==> src/rtl/gate_eval3.sv <==
module gate_eval3 #(
  parameter int NGATES = 4,
  parameter int NIN    = 8,
  localparam int GW    = (NGATES > 1) ? $clog2(NGATES) : 1
) (
  input  logic             clk,
  input  logic             rst_n,
  input  logic             cmd_valid,
  input  logic [1:0]       cmd_op,
  input  logic [GW-1:0]    cmd_gate,
  input  logic             cmd_ctrl,
  input  logic             cmd_inv,
  input  logic [NIN-1:0]   cmd_mask,
  input  logic [2*NIN-1:0] cmd_vals,
  input  logic [1:0]       ev_old,
  input  logic [1:0]       ev_new,
  output logic             out_valid,
  output logic [1:0]       out_val,
  output logic             out_changed
);
  localparam int CW = $clog2(NIN + 1);
  localparam logic [1:0] OP_UPD = 2'd0, OP_SCAN = 2'd2, OP_NONE = 2'd3;
  localparam logic [1:0] V_X = 2'b10;

  logic [CW-1:0] g_cc [NGATES];
  logic [CW-1:0] g_xc [NGATES];
  logic          g_c  [NGATES];
  logic          g_i  [NGATES];
  logic [1:0]    g_out[NGATES];

  logic [CW-1:0] sc_c, sc_x;
  always_comb begin
    sc_c = '0;
    sc_x = '0;
    for (int k = 0; k < NIN; k++) begin
      if (cmd_mask[k]) begin
        if (cmd_vals[2*k+1])                sc_x = sc_x + CW'(1);
        else if (cmd_vals[2*k] == cmd_ctrl) sc_c = sc_c + CW'(1);
      end
    end
  end

  logic take, upd, sel_c, sel_i, old_hit, new_hit;
  logic [CW-1:0] nx_c, nx_x;
  logic [1:0] res;

  assign take    = cmd_valid && (cmd_op != OP_NONE);
  assign upd     = (cmd_op == OP_UPD);
  assign sel_c   = upd ? g_c[cmd_gate] : cmd_ctrl;
  assign sel_i   = upd ? g_i[cmd_gate] : cmd_inv;
  assign old_hit = !ev_old[1] && (ev_old[0] == sel_c);
  assign new_hit = !ev_new[1] && (ev_new[0] == sel_c);
  assign nx_c = upd ? g_cc[cmd_gate] + CW'(new_hit) - CW'(old_hit) : sc_c;
  assign nx_x = upd ? g_xc[cmd_gate] + CW'(ev_new[1]) - CW'(ev_old[1]) : sc_x;
  assign res  = (nx_c != '0) ? {1'b0, sel_c ^ sel_i} :
                (nx_x != '0) ? V_X : {1'b0, ~(sel_c ^ sel_i)};

  always_ff @(posedge clk) begin
    if (!rst_n) begin
      out_valid   <= 1'b0;
      out_val     <= V_X;
      out_changed <= 1'b0;
      for (int g = 0; g < NGATES; g++) begin
        g_cc[g]  <= '0;
        g_xc[g]  <= '0;
        g_c[g]   <= 1'b0;
        g_i[g]   <= 1'b0;
        g_out[g] <= V_X;
      end
    end else begin
      out_valid   <= take;
      out_changed <= 1'b0;
      if (take) begin
        out_val <= res;
        if (cmd_op != OP_SCAN) begin
          out_changed     <= (res != g_out[cmd_gate]);
          g_cc[cmd_gate]  <= nx_c;
          g_xc[cmd_gate]  <= nx_x;
          g_c[cmd_gate]   <= sel_c;
          g_i[cmd_gate]   <= sel_i;
          g_out[cmd_gate] <= res;
        end
      end
    end
  end
endmodule

==> config.mk <==
export PLATFORM = sky130hd
export DESIGN_NAME = gate_eval3
export DESIGN_NICKNAME = d
export VERILOG_FILES = /design/src/rtl/gate_eval3.sv
export SDC_FILE = /design/constraint.sdc
export NUM_CORES = 1
export LEC_CHECK = 0
export BUFFER_PORTS_ARGS = -buffer_cell sky130_fd_sc_hd__buf_2
export CORE_MARGIN = 2
export CORE_UTILIZATION = 40
export CTS_BUF_LIST = sky130_fd_sc_hd__clkbuf_2
export DETAILED_ROUTE_END_ITERATION = 10
export GPL_TIMING_DRIVEN = 0
export PLACE_DENSITY = 0.56
export RECOVER_POWER = 25
export SLEW_MARGIN = 20
export SYNTH_ARGS = -nofsm -noshare
export SYNTH_HDL_FRONTEND = slang
export SYNTH_SLANG_ARGS = --single-unit
==> constraint.sdc <==
create_clock -name clk -period 7.4 [get_ports clk]
set_input_delay 1.48 -clock clk [delete_from_list [all_inputs] [get_ports clk]]
set_output_delay 1.48 -clock clk [all_outputs]
set_load 0.02 [all_outputs]
; ---- Yosys cells after proc, flatten, opt, wreduce, memory -nomap -nowiden
; Memory sizes are Yosys's and may differ from the RTL's.
; Cells that the tools add are included.
[word_totals]
register_bits = 4
latch_bits = 0
mem_bits_rw = 48
romBits = 0
in_bits = 37
out_inout_bits = 4
wordCells = 121
n_memories = 5
[memory_table]
columns = memory, words, word_bits, read_ports, rd_clocked_by_memory_dff, wr, line_no
row1 = g_cc, 4, 4, 1, 0, 4, 25  ; logic [CW-1:0] g_cc [NGATES];
row2 = g_xc, 4, 4, 1, 0, 4, 26  ; logic [CW-1:0] g_xc [NGATES];
row3 = g_out, 4, 2, 1, 0, 4, 29  ; logic [1:0] g_out[NGATES];
row4 = g_c, 4, 1, 1, 0, 4, 27  ; logic g_c [NGATES];
row5 = g_i, 4, 1, 1, 0, 4, 28  ; logic g_i [NGATES];
[classes]
n_addsub = 18
multipliers = 0
div_mod_pow = 0
magnitude_cmp = 0
n_eq_ne = 13
shift = 0
n_mux = 66
bitwise = 2
reduce_logical = 14
[op_table]
columns = operator, n
row1 = $mux 4, 39
row2 = $add 4x1->4 const B, 14
row3 = $mux 1, 19
row4 = $mux 2, 8
row5 = $eq 1x1->1, 10
row6 = $add 4x1->4, 2
row7 = $reduce_bool 4->1, 2
row8 = $reduce_or 4->1, 2
row9 = $sub 4x1->4, 2
row10 = $ne 2x2->1 const B, 2
row11 = $logic_and 1x1->1, 3
row12 = $reduce_and 3->1, 1
row13 = $logic_not 1->1, 2
row14 = $logic_not 2->1, 1
row15 = $ne 2x2->1, 1
row16 = $reduce_or 1->1, 2
row17 = $reduce_or 2->1, 1
row18 = $not 1->1, 1
row19 = $xor 1x1->1, 1

; ---- Longest topological paths before layout
; Gate-level depths: netlist (run 1).
[logic_depth]
word_depth = 36
mapped_depth = 30
ltp_nobuf = 29

; ---- Least setup slack after synthesis (run 1)
; OpenSTA, ideal clock, no wires.
[synth_timing]
path_kind = input-to-reg
start = input port cmd_ctrl
end = register out_changed
setup_time_ns = 0.125
t_arrival_ns = 6.826
t_required_ns = 7.275
path_slack_ns = 0.449
path_stages = 30
path_buffers = 1
path_cell_list = buf_6 > xor2_2 > nor3_1 > ha_1 > nand3b_1 > o41a_4 > inv_1 > ha_1 > a21o_1 > ha_1 > nor3_1 > nor2_1 > ha_1 > nand3_1 > o21ai_0 > ha_1 > o22ai_1 > inv_1 > ha_1 > nand2_1 > o21ai_0 > ha_1 > nand2_1 > xnor3_1 > a21oi_1 > nand3_1 > a21oi_2 > mux2_2 > mux2i_4 > a211oi_2
[synth_via]
elab_chain_len = 36
elab_cells_between_ends = 53
cone_classes = add/sub: 9 / eq/ne: 11 / mux: 28 / bitwise: 2 / reduce/logical: 3
[synth_rtl]
columns = item, line_no
row1 = from (decl), 11  ; input logic cmd_ctrl,
row2 = $eq 1x1->1, 38  ; else if (cmd_vals[2*k] == cmd_ctrl) sc_c = sc_c + CW'(1);
row3 = $mux 1, 38
row4 = $mux 1, 37  ; if (cmd_vals[2*k+1]) sc_x = sc_x + CW'(1);
row5 = $mux 1, 36  ; if (cmd_mask[k]) begin
row6 = $add 4x1->4, 38
row7 = $mux 4, 38
row8 = $mux 4, 37
row9 = $mux 4, 36
row10 = (+20 left out), --
row11 = $add 4x1->4, 38
row12 = $mux 4, 38
row13 = $mux 4, 37
row14 = $mux 4, 36
row15 = $mux 4, 53  ; assign nx_c = upd ? g_cc[cmd_gate] + CW'(new_hit) - CW'(old_hit) : sc_c;
row16 = $reduce_bool 4->1, 55  ; assign res = (nx_c != '0) ? {1'b0, sel_c ^ sel_i} :
row17 = $mux 2 (*), 55
row18 = $ne 2x2->1 (*), 76  ; out_changed <= (res != g_out[cmd_gate]);
row19 = to (signal assigned), 76
row20 = to (decl), 19  ; output logic out_changed
; Mark *: on every way between the ends. The rest lies on a longest branch, timed or not.
; A chain may end at the register's enable or synchronous reset.

; ---- Worst setup path after layout (run 1)
; Same ends and word-level chain as after synthesis.

==> results.sh, run 1 <==
export IMPL_outcome="complete, no violations"
export IMPL_die_height_um=105
export IMPL_final_area_mm2=0.00448
export IMPL_slew_violations=0
export IMPL_total_internal_power_uw=505
export IMPL_unrepaired_setup_endpoints_after_global_routing="false"
export IMPL_pwr_share_clk=0.193
export IMPL_synth_ff_latch_count=52
export IMPL_mapped_cells=392
export IMPL_grt_ovfl_total=0
export IMPL_maxClockFrequency_ghz=0.143
export IMPL_initial_core_util=0.413
export IMPL_drt_pass1_iterations=4
export IMPL_fraction_of_layout_instances_using_a_drive_strength_above_1=0.183
export IMPL_number_of_sinks_on_the_clock_net=52
export IMPL_placement_io_buffers=38
export IMPL_chipWidth_um=105
export IMPL_yosys_warnings=0
export IMPL_ff_latch_area_mm2=0.00146
export IMPL_leakage_uw=0.00183
export IMPL_gr_usage_all_layers=0.171
export IMPL_drt_first_iter_violations=94
export IMPL_placed_cell_area_mm2=0.00440
export IMPL_switching_share=0.334
export IMPL_final_cells=571
export IMPL_max_slew_worst_pin_slew_ps=881
export IMPL_final_hold_viol_count=0
export IMPL_worst_ir_drop_vdd_mv=0.108
export IMPL_clock_skew_final_ps=26.4
export IMPL_min_setup_slack_post_route_ps=417
export IMPL_nFillCells=957
export IMPL_totalWireLength_um=9100
export IMPL_vias_in_the_first_global_route=3014
export IMPL_worst_path_largest_cell_delay_ps=410
export IMPL_tritoncts_clock_tree="done"
export IMPL_root_buffer="sky130_fd_sc_hd__clkbuf_2"
export IMPL_power_switching_uw=253
export IMPL_flow_area_growth_from_synthesis_pct=10.9
export IMPL_multiInputGateArea_mm2=0.00245
export IMPL_worstSkewPairLatency_ps=440
export IMPL_total_core_area_mm2=0.00977
export IMPL_hold_path_class="flop to flop"
export IMPL_post_synth_cell_area_avg_um2=10.3
export IMPL_postRouteAntennaNets=0
export IMPL_cts_max_path_buffers=2
export IMPL_boundaryPins=41
export IMPL_worstPathArrival_ps=7320
export IMPL_timing_reg2reg_setup_slack_ps=3050
export IMPL_h_tree_depth=2
export IMPL_final_net_count=498
export IMPL_power_sequential_fraction=0.441
export IMPL_timing_max_slew_rel_slack=0.396
export IMPL_gp_congestion=0.831
export IMPL_crit_required_ps=7730
export IMPL_cpMostUsedCell="sky130_fd_sc_hd__ha_1"
export IMPL_synth_async_reset_ratio=0
export IMPL_pre_cts_slack_ps=-394
export IMPL_dpl_cell_count=563
export IMPL_floorplan_rows=36
export IMPL_edff_count_synth=42
export IMPL_routed_wire_length_per_instance_um=15.9
export IMPL_power_density_mw_per_mm2=169
export IMPL_post_layout_total_power_uw=758
export IMPL_via_per_inst=5.25
export IMPL_totalNegativeSetupSlack_ps=0
export IMPL_final_period_minus_worst_setup_slack_ps=6980
export IMPL_worst_path_max_delay_cell="sky130_fd_sc_hd__xnor3_1"
export IMPL_setup_viol_count_final=0
export IMPL_synth_seq_area_share=0.362
export IMPL_synth_top_flop_cell="sky130_fd_sc_hd__edfxtp_1"
export IMPL_tritoncts_num_buffers=5
export IMPL_combPwrFrac=0.365
export IMPL_crit_path_end_kind="flop"
export IMPL_grt_pass1_wl_um=14900
export IMPL_layout_worst_path_cycle_share=0.944
export IMPL_post_synth_instance_area_mm2=0.00404
export IMPL_die_area_mm2=0.0109
export IMPL_antenna_found_initial=0
export IMPL_antenna_cells=0
export IMPL_timing_setup_critical_path_class="input pin to flop"
export IMPL_path_clk_slew_ps=260
export IMPL_synth_nets=453
export IMPL_maxCapViolCount=0
export IMPL_yosysUniqueCellTypes=62
export IMPL_path_max_fanout=10
export IMPL_grt_start_max_net_pins=16
export IMPL_drt_drc_violations_left=0
export IMPL_dp_hpwl_um=7090
export IMPL_total_number_of_vias=3000
export IMPL_cp_start_kind="input pin"
[per-layer routing]
metal | wire length, µm | GRT usage | share of wire
met5 | 0 | 0 | 0
met4 | 70 | 0.0270 | 0.0077
met3 | 236 | 0.0207 | 0.026
met2 | 4450 | 0.294 | 0.49
met1 | 4340 | 0.235 | 0.48
[synth_stat cells, types with 5 or more instances]
| cell type | instances | area [µm²] |
|---|---|---|
| sky130_fd_sc_hd__mux4_2 | 12 | 270 |
| sky130_fd_sc_hd__nand2b_1 | 6 | 37.5 |
| sky130_fd_sc_hd__and3_1 | 10 | 62.6 |
| sky130_fd_sc_hd__a21oi_1 | 9 | 45.0 |
| sky130_fd_sc_hd__xnor2_1 | 26 | 228 |
| sky130_fd_sc_hd__mux2i_1 | 6 | 60.1 |
| sky130_fd_sc_hd__xor2_1 | 14 | 123 |
| sky130_fd_sc_hd__clkbuf_1 | 13 | 48.8 |
| sky130_fd_sc_hd__nor3_1 | 12 | 60.1 |
| sky130_fd_sc_hd__nand2_1 | 24 | 90.1 |
| sky130_fd_sc_hd__dfxtp_1 | 10 | 200 |
| sky130_fd_sc_hd__nor2b_1 | 9 | 56.3 |
| sky130_fd_sc_hd__ha_1 | 22 | 275 |
| sky130_fd_sc_hd__and2_1 | 5 | 31.3 |
| sky130_fd_sc_hd__o21ai_0 | 15 | 75.1 |
| sky130_fd_sc_hd__nor2_1 | 49 | 184 |
| sky130_fd_sc_hd__edfxtp_1 | 42 | 1260 |
| sky130_fd_sc_hd__nand3_1 | 15 | 75.1 |
| sky130_fd_sc_hd__inv_1 | 23 | 86.3 |
[per-stage QoR]
stage	utilization	hold WS (ps)
after floorplan	-	438
after global placement	0.450	455
after detailed placement	0.450	462
after CTS	0.457	496
after global routing	0.459	535
final	0.459	498
[placed cells by master, fill, tap and decap left out, types with 8 or more instances in the layout]
| master | Yosys | routed |
|---|---|---|
| sky130_fd_sc_hd__inv_1 | 23 | 23 |
| sky130_fd_sc_hd__nand3_1 | 15 | 15 |
| sky130_fd_sc_hd__o21ai_0 | 15 | 14 |
| sky130_fd_sc_hd__nor2_1 | 49 | 49 |
| sky130_fd_sc_hd__nand2_1 | 24 | 24 |
| sky130_fd_sc_hd__edfxtp_1 | 42 | 42 |
| sky130_fd_sc_hd__xor2_1 | 14 | 14 |
| sky130_fd_sc_hd__mux4_2 | 12 | 12 |
| sky130_fd_sc_hd__dfxtp_1 | 10 | 10 |
| sky130_fd_sc_hd__ha_1 | 22 | 22 |
| sky130_fd_sc_hd__a21oi_1 | 9 | 8 |
| sky130_fd_sc_hd__xnor2_1 | 26 | 26 |
| sky130_fd_sc_hd__clkbuf_1 | 13 | 18 |
| sky130_fd_sc_hd__and3_1 | 10 | 10 |
| sky130_fd_sc_hd__nor3_1 | 12 | 12 |
| sky130_fd_sc_hd__nor2b_1 | 9 | 9 |
| sky130_fd_sc_hd__buf_2 | 1 | 34 |
[kinds of logic (layout without fill, tap and decap cells)]
| logic type | after synthesis | in the layout | share of synthesized area |
|---|---|---|---|
| DFF | 52 | 52 | 0.362 |
| muxes | 22 | 22 | 0.0966 |
| xor gates and xnor gates | 52 | 52 | 0.145 |
| AOI/OAI and AO/OA | 49 | 49 | 0.0811 |
| buffers and inverters | 39 | 85 | 0.0384 |
| adders and majority gates | 24 | 24 | 0.0780 |
| and+or+nand+nor | 154 | 154 | 0.199 |
[worst max-delay path, delay by kind of cell]
family	cells	cell delay, ps
xor+xnor	2	600
buf+inv	4	410
fa+ha+maj	7	1950
simple gates	8	870
mux	2	550
compound gates	8	1440
[registers in the layout, indices dropped and copies added (netlist names)]
signal / flops
out_val: 2
g_i: 4
g_cc: 16
g_xc: 16
g_out: 8
out_changed: 1
out_valid: 1
g_c: 4
[power groups by stage]
stage	logic [µW]	registers (µW)	clock network [µW]
6_report	277	335	146
2_1_floorplan	202	342	0
4_1_cts	274	335	149
3_3_place_gp	267	340	0
5_1_grt	308	336	160
3_5_place_dp	273	341	0
[timing repair]
| action | 4_1_cts | 5_1_grt |
|---|---|---|
| endpoints found under the setup margin | 0 | 11 |
| gates resized for setup | 0 | 5 |
| hold buffers | 0 | 0 |
| setup buffers | 0 | 0 |
[cell type report]
cell class	count	area share
flip-flops and latches	52	0.326
plain buffers	15	0.0145
clock buffers	6	0.00670
multi-input cells	301	0.547
repair buffers	38	0.0410
clock inverters	2	0.00781
inverters	24	0.0201
well taps	133	0.0371
[path summary, 6_finish.rpt]
check	start	to	depth (start not counted)
hold reg to reg	g_i[1]	g_i[1]	2
setup / recovery	cmd_ctrl	out_changed	31
setup reg to reg	g_c[3]	out_changed	18
hold / removal	g_i[1]	g_i[1]	2
(Power assumes the default switching activity.)
==> run 2, diff against run 1 <==
--- a/config.mk
+++ b/config.mk
@@ -11,6 +11,7 @@
 export CTS_BUF_LIST = sky130_fd_sc_hd__clkbuf_2
 export DETAILED_ROUTE_END_ITERATION = 10
 export GPL_TIMING_DRIVEN = 0
+export MAX_ROUTING_LAYER = met4
 export PLACE_DENSITY = 0.56
 export RECOVER_POWER = 25
 export SLEW_MARGIN = 20
==> run 2 against run 1 <==
  * First-iteration DRC count shrank 4.3%
  * Clock skew grew 7.3 ps
  * Non-clock buffer count is the same
  * Register-to-register slack is essentially flat
  * Hold slack is essentially flat
  * Global-route usage grew 0.49 points
  * Largest power group unchanged
==> results.sh, run 2 (same netlist as run 1, synthesis figures left out) <==
export IMPL_outcome="complete, no violations"
export IMPL_power_density_mw_per_mm2=169
export IMPL_cts_repair_resize_count=0
export IMPL_dp_hpwl_um=7090
export IMPL_final_period_minus_worst_setup_slack_ps=7000
export IMPL_nFillCells=957
export IMPL_h_tree_depth=2
export IMPL_grt_start_max_net_pins=16
export IMPL_multiInputGateArea_mm2=0.00245
export IMPL_path_clk_slew_ps=270
export IMPL_timing_max_slew_rel_slack=0.396
export IMPL_chipWidth_um=105
export IMPL_layout_commonest_cell="sky130_fd_sc_hd__nor2_1"
export IMPL_final_area_mm2=0.00448
export IMPL_final_cells=571
export IMPL_final_hold_viol_count=0
export IMPL_cp_start_kind="input pin"
export IMPL_gp_congestion=0.843
export IMPL_via_per_inst=5.23
export IMPL_crit_required_ps=7720
export IMPL_pre_cts_slack_ps=-394
export IMPL_min_setup_slack_post_route_ps=404
export IMPL_layout_worst_path_cycle_share=0.945
export IMPL_clock_skew_final_ps=33.6
export IMPL_total_core_area_mm2=0.00977
export IMPL_vias_in_the_first_global_route=3011
export IMPL_hold_path_class="flop to flop"
export IMPL_hold_ws_ps=498
export IMPL_postRouteAntennaNets=0
export IMPL_crit_path_end_kind="flop"
export IMPL_worst_path_largest_cell_delay_ps=410
export IMPL_boundaryPins=41
export IMPL_grt_ovfl_total=0
export IMPL_timing_setup_critical_path_class="input pin to flop"
export IMPL_tritoncts_clock_tree="done"
export IMPL_number_of_sinks_on_the_clock_net=52
export IMPL_worstSkewPairLatency_ps=430
export IMPL_die_area_mm2=0.0109
export IMPL_cts_max_path_buffers=2
export IMPL_flow_area_growth_from_synthesis_pct=10.9
export IMPL_leakage_uw=0.00183
export IMPL_antenna_cells=0
export IMPL_placement_io_buffers=38
export IMPL_routed_wire_length_per_instance_um=15.9
export IMPL_tritoncts_num_buffers=5
export IMPL_maxCapViolCount=0
export IMPL_cpMostUsedCell="sky130_fd_sc_hd__ha_1"
export IMPL_number_of_hold_buffers_added_after_cts=0
export IMPL_placed_cell_area_mm2=0.00440
export IMPL_totalWireLength_um=9100
export IMPL_drt_drc_violations_left=0
export IMPL_floorplan_rows=36
export IMPL_die_height_um=105
export IMPL_setup_viol_count_final=0
export IMPL_maxClockFrequency_ghz=0.143
export IMPL_post_layout_total_power_uw=759
export IMPL_slew_violations=0
export IMPL_initial_core_util=0.413
export IMPL_final_net_count=498
export IMPL_drt_pass1_iterations=4
export IMPL_antenna_found_initial=0
export IMPL_layout_top_registers="g_cc: 16 flops, g_xc: 16 flops, g_out: 8 flops"
export IMPL_fraction_of_layout_instances_using_a_drive_strength_above_1=0.183
export IMPL_ff_latch_area_mm2=0.00146
export IMPL_gr_usage_all_layers=0.176
export IMPL_max_slew_worst_pin_slew_ps=881
export IMPL_worstPathArrival_ps=7320
export IMPL_post_cts_setup_buffer_count=0
export IMPL_path_max_fanout=10
export IMPL_dpl_cell_count=563
export IMPL_worst_path_max_delay_cell="sky130_fd_sc_hd__xnor3_1"
export IMPL_grt_pass1_wl_um=14900
export IMPL_root_buffer="sky130_fd_sc_hd__clkbuf_2"
export IMPL_total_number_of_vias=2989
export IMPL_unrepaired_setup_endpoints_after_global_routing="false"
export IMPL_drt_first_iter_violations=90
export IMPL_most_frequent_cells_in_the_layout="sky130_fd_sc_hd__nor2_1 (49), sky130_fd_sc_hd__edfxtp_1 (42), sky130_fd_sc_hd__buf_2 (34)"
export IMPL_worst_ir_drop_vdd_mv=0.108
==> run 2: layout make-up <==
type | instances | area share
tap | 133 | 0.0371
inverter | 24 | 0.0201
buffer | 15 | 0.0145
sequential | 52 | 0.326
clock inverter | 2 | 0.00781
multi-input combinational | 301 | 0.547
clock buffer | 6 | 0.00670
timing repair buffer | 38 | 0.0410
==> run 2: worst paths after layout <==
kind | from | endpoint | slack (ps) | depth (start not counted)
max | cmd_ctrl | out_changed | 400 | 31
min | g_i[1] | g_i[1] | 500 | 2
max reg2reg | g_c[3] | out_changed | 3040 | 18
min reg2reg | g_i[1] | g_i[1] | 500 | 2
==> run 2: worst max-delay path: cells and delay by family <==
kind | cells | cell delay [ps]
mux | 2 | 550
fa+ha+maj | 7 | 1950
compound gates | 8 | 1440
buf+inv | 4 | 410
simple gates | 8 | 870
xor+xnor | 2 | 600
==> run 2: power by group <==
| group | switching [µW] | internal (µW) | total (µW) |
|---|---|---|---|
| clock | 89.0 | 58.0 | 147 |
| sequential | 3.77 | 331 | 335 |
| combinational | 161 | 116 | 277 |
| total | 254 | 505 | 759 |
==> run 2: per-stage QoR <==
step / utilization / TNS, ps
CTS: 0.457 / 0
floorplan: - / 0
detailed placement: 0.450 / -2630
finish: 0.459 / 0
global placement: 0.450 / -1260
global route: 0.459 / 0
==> run 2: routing by layer <==
metal,track usage,up-vias,wire length [µm]
li1,-,1485,-
met1,0.235,1453,4360
met2,0.294,45,4420
met3,0.0207,6,247
met4,0.0270,0,60
met5,-,-,0
==> run 3, diff against run 2 <==
--- a/config.mk
+++ b/config.mk
@@ -7,12 +7,12 @@
 export LEC_CHECK = 0
 export BUFFER_PORTS_ARGS = -buffer_cell sky130_fd_sc_hd__buf_2
 export CORE_MARGIN = 2
-export CORE_UTILIZATION = 40
+export CORE_UTILIZATION = 31
 export CTS_BUF_LIST = sky130_fd_sc_hd__clkbuf_2
 export DETAILED_ROUTE_END_ITERATION = 10
 export GPL_TIMING_DRIVEN = 0
 export MAX_ROUTING_LAYER = met4
-export PLACE_DENSITY = 0.56
+export PLACE_DENSITY = 0.45
 export RECOVER_POWER = 25
 export SLEW_MARGIN = 20
 export SYNTH_ARGS = -nofsm -noshare
==> run 3 against run 2 <==
  * Combinational power is 1% higher
  * Die area rose by 28%
  * Fmax about the same
  * Critical path depth stayed put
  * Cell area grew 2.5%
  * Non-clock buffer count stayed put
  * Clock skew down 22 ps
  * First-iteration DRC count up 24%
  * Highest routed layer unchanged
  * Power increased by 9.9%
  * Utilization decreased by 9.6 points
  * Setup slack gained 1.8 ps
==> results.sh, run 3 (same netlist as run 1, synthesis figures left out) <==
export IMPL_grt_ovfl_total=0
export IMPL_timing_max_slew_rel_slack=0.440
export IMPL_worstPathArrival_ps=7360
export IMPL_drt_first_iter_violations=112
export IMPL_postRouteAntennaNets=0
export IMPL_drt_drc_violations_left=0
export IMPL_outcome="complete, no violations"
export IMPL_final_cells=610
export IMPL_path_max_fanout=10
export IMPL_via_per_inst=4.86
export IMPL_boundaryPins=41
export IMPL_die_height_um=118
export IMPL_cts_max_path_buffers=2
export IMPL_reg2reg_to="out_changed"
export IMPL_most_frequent_cells_in_the_layout="sky130_fd_sc_hd__nor2_1 (49), sky130_fd_sc_hd__edfxtp_1 (42), sky130_fd_sc_hd__buf_2 (34)"
export IMPL_layout_commonest_cell="sky130_fd_sc_hd__nor2_1"
export IMPL_crit_required_ps=7760
export IMPL_worst_path_max_delay_cell="sky130_fd_sc_hd__xnor3_1"
export IMPL_layout_top_registers="g_cc: 16 flops, g_xc: 16 flops, g_out: 8 flops"
export IMPL_min_setup_slack_post_route_ps=406
export IMPL_die_area_mm2=0.0140
export IMPL_clock_skew_final_ps=11.2
export IMPL_cp_start_kind="input pin"
export IMPL_leakage_uw=0.00185
export IMPL_routed_wire_length_per_instance_um=15.7
export IMPL_final_period_minus_worst_setup_slack_ps=6990
export IMPL_fraction_of_layout_instances_using_a_drive_strength_above_1=0.183
export IMPL_cts_repair_resize_count=0
export IMPL_maxCapViolCount=0
export IMPL_path_clk_slew_ps=270
export IMPL_worstSkewPairLatency_ps=440
export IMPL_initial_core_util=0.319
export IMPL_worst_path_largest_cell_delay_ps=440
export IMPL_dpl_cell_count=602
export IMPL_worst_ir_drop_vdd_mv=0.0935
export IMPL_gp_congestion=0.827
export IMPL_vias_in_the_first_global_route=3015
export IMPL_crit_reg2reg_launch="g_c[3]"
export IMPL_grt_pass1_wl_um=16000
export IMPL_total_core_area_mm2=0.0127
export IMPL_cpMostUsedCell="sky130_fd_sc_hd__ha_1"
export IMPL_grt_start_max_net_pins=17
export IMPL_pre_cts_slack_ps=-475
export IMPL_totalWireLength_um=9550
export IMPL_number_of_hold_buffers_added_after_cts=0
export IMPL_placement_io_buffers=38
export IMPL_rr_worst_depth=18
export IMPL_layout_worst_path_cycle_share=0.945
export IMPL_hold_path_startpoint="g_c[0]"
export IMPL_post_cts_setup_buffer_count=0
export IMPL_gr_usage_all_layers=0.149
export IMPL_number_of_sinks_on_the_clock_net=52
export IMPL_final_hold_viol_count=0
export IMPL_setup_viol_count_final=0
export IMPL_antenna_found_initial=0
export IMPL_unrepaired_setup_endpoints_after_global_routing="false"
export IMPL_slew_violations=0
export IMPL_hold_ws_ps=491
export IMPL_maxClockFrequency_ghz=0.143
export IMPL_total_number_of_vias=2963
export IMPL_whs_endpoint="g_c[0]"
export IMPL_power_density_mw_per_mm2=181
export IMPL_timing_setup_critical_path_class="input pin to flop"
export IMPL_antenna_cells=0
export IMPL_dp_hpwl_um=7450
export IMPL_hold_path_class="flop to flop"
export IMPL_final_area_mm2=0.00460
export IMPL_finish_utilization=0.363
export IMPL_drt_pass1_iterations=4
export IMPL_timing_reg2reg_setup_slack_ps=3030
export IMPL_chipWidth_um=118
export IMPL_tritoncts_clock_tree="done"
export IMPL_floorplan_rows=41
export IMPL_whs_path_depth=2
export IMPL_max_slew_worst_pin_slew_ps=816
export IMPL_final_net_count=498
export IMPL_placed_cell_area_mm2=0.00445
export IMPL_h_tree_depth=2
export IMPL_flow_area_growth_from_synthesis_pct=13.7
export IMPL_root_buffer="sky130_fd_sc_hd__clkbuf_2"
export IMPL_crit_path_end_kind="flop"
export IMPL_tritoncts_num_buffers=5
-- run 3: changes by cell type in the layout (fill, tap and decap cells not counted) --
cell | previous run | this run
sky130_fd_sc_hd__a21oi_4 | 0 | 2
sky130_fd_sc_hd__clkinv_2 | 1 | 0
sky130_fd_sc_hd__a21oi_2 | 2 | 0
sky130_fd_sc_hd__bufinv_16 | 1 | 3
sky130_fd_sc_hd__clkbuf_2 | 6 | 5
-- run 3: how the worst max path moves through the flow --
stage | start | endpoint | slack (ps) | cells past startpoint
finish | cmd_ctrl | out_changed | 410 | 31
global route | cmd_ctrl | out_changed | 10 | 31
CTS | cmd_ctrl | out_changed | 10 | 31
detailed placement | cmd_ctrl | out_changed | -480 | 31
global placement | cmd_ctrl | out_changed | -350 | 31
floorplan | cmd_ctrl | out_changed | 450 | 30
-- run 3: cell type report --
class                   count  area (µm²)
plain buffers              15        65.1
inverters                  24        90.1
clock buffers               5        25.0
flip-flops and latches     52        1460
repair buffers             38         184
fillers                  1299        8070
clock inverters             3        90.1
multi-input cells         301        2470
well taps                 172         215
-- run 3: report_power, final --
group          internal, µW  leakage [µW]  total (µW)  switching [µW]
sequential              331      0.000507         335            3.82
clock                   124     0.0000632         219            94.3
combinational           117       0.00128         281             164
total                   572       0.00185         834             262
-- run 3: critical path: cells and delay by family --
kind	cells	cell delay, ps
buffers and inverters	4	420
AND/OR/NAND/NOR	8	950
AO/OA/AOI/OAI	8	1400
XOR/XNOR	2	620
adder cells (fa/ha/maj)	7	1970
multiplexers	2	560
-- run 3: stage by stage --
| step | power [µW] | setup TNS, ps |
|---|---|---|
| final | 834 | 0 |
| after detailed placement | 617 | -3270 |
| after CTS | 834 | 0 |
| after global placement | 613 | -2240 |
| after global routing | 887 | 0 |
| after floorplan | 544 | 0 |
-- run 3: metal layers --
layer	wire length, µm	vias up	global-route usage	share of wire
met5	0	-	-	0
met3	265	4	0.0203	0.028
met1	4720	1442	0.204	0.49
li1	-	1484	-	-
met4	39	0	0.0203	0.0041
met2	4530	33	0.241	0.47
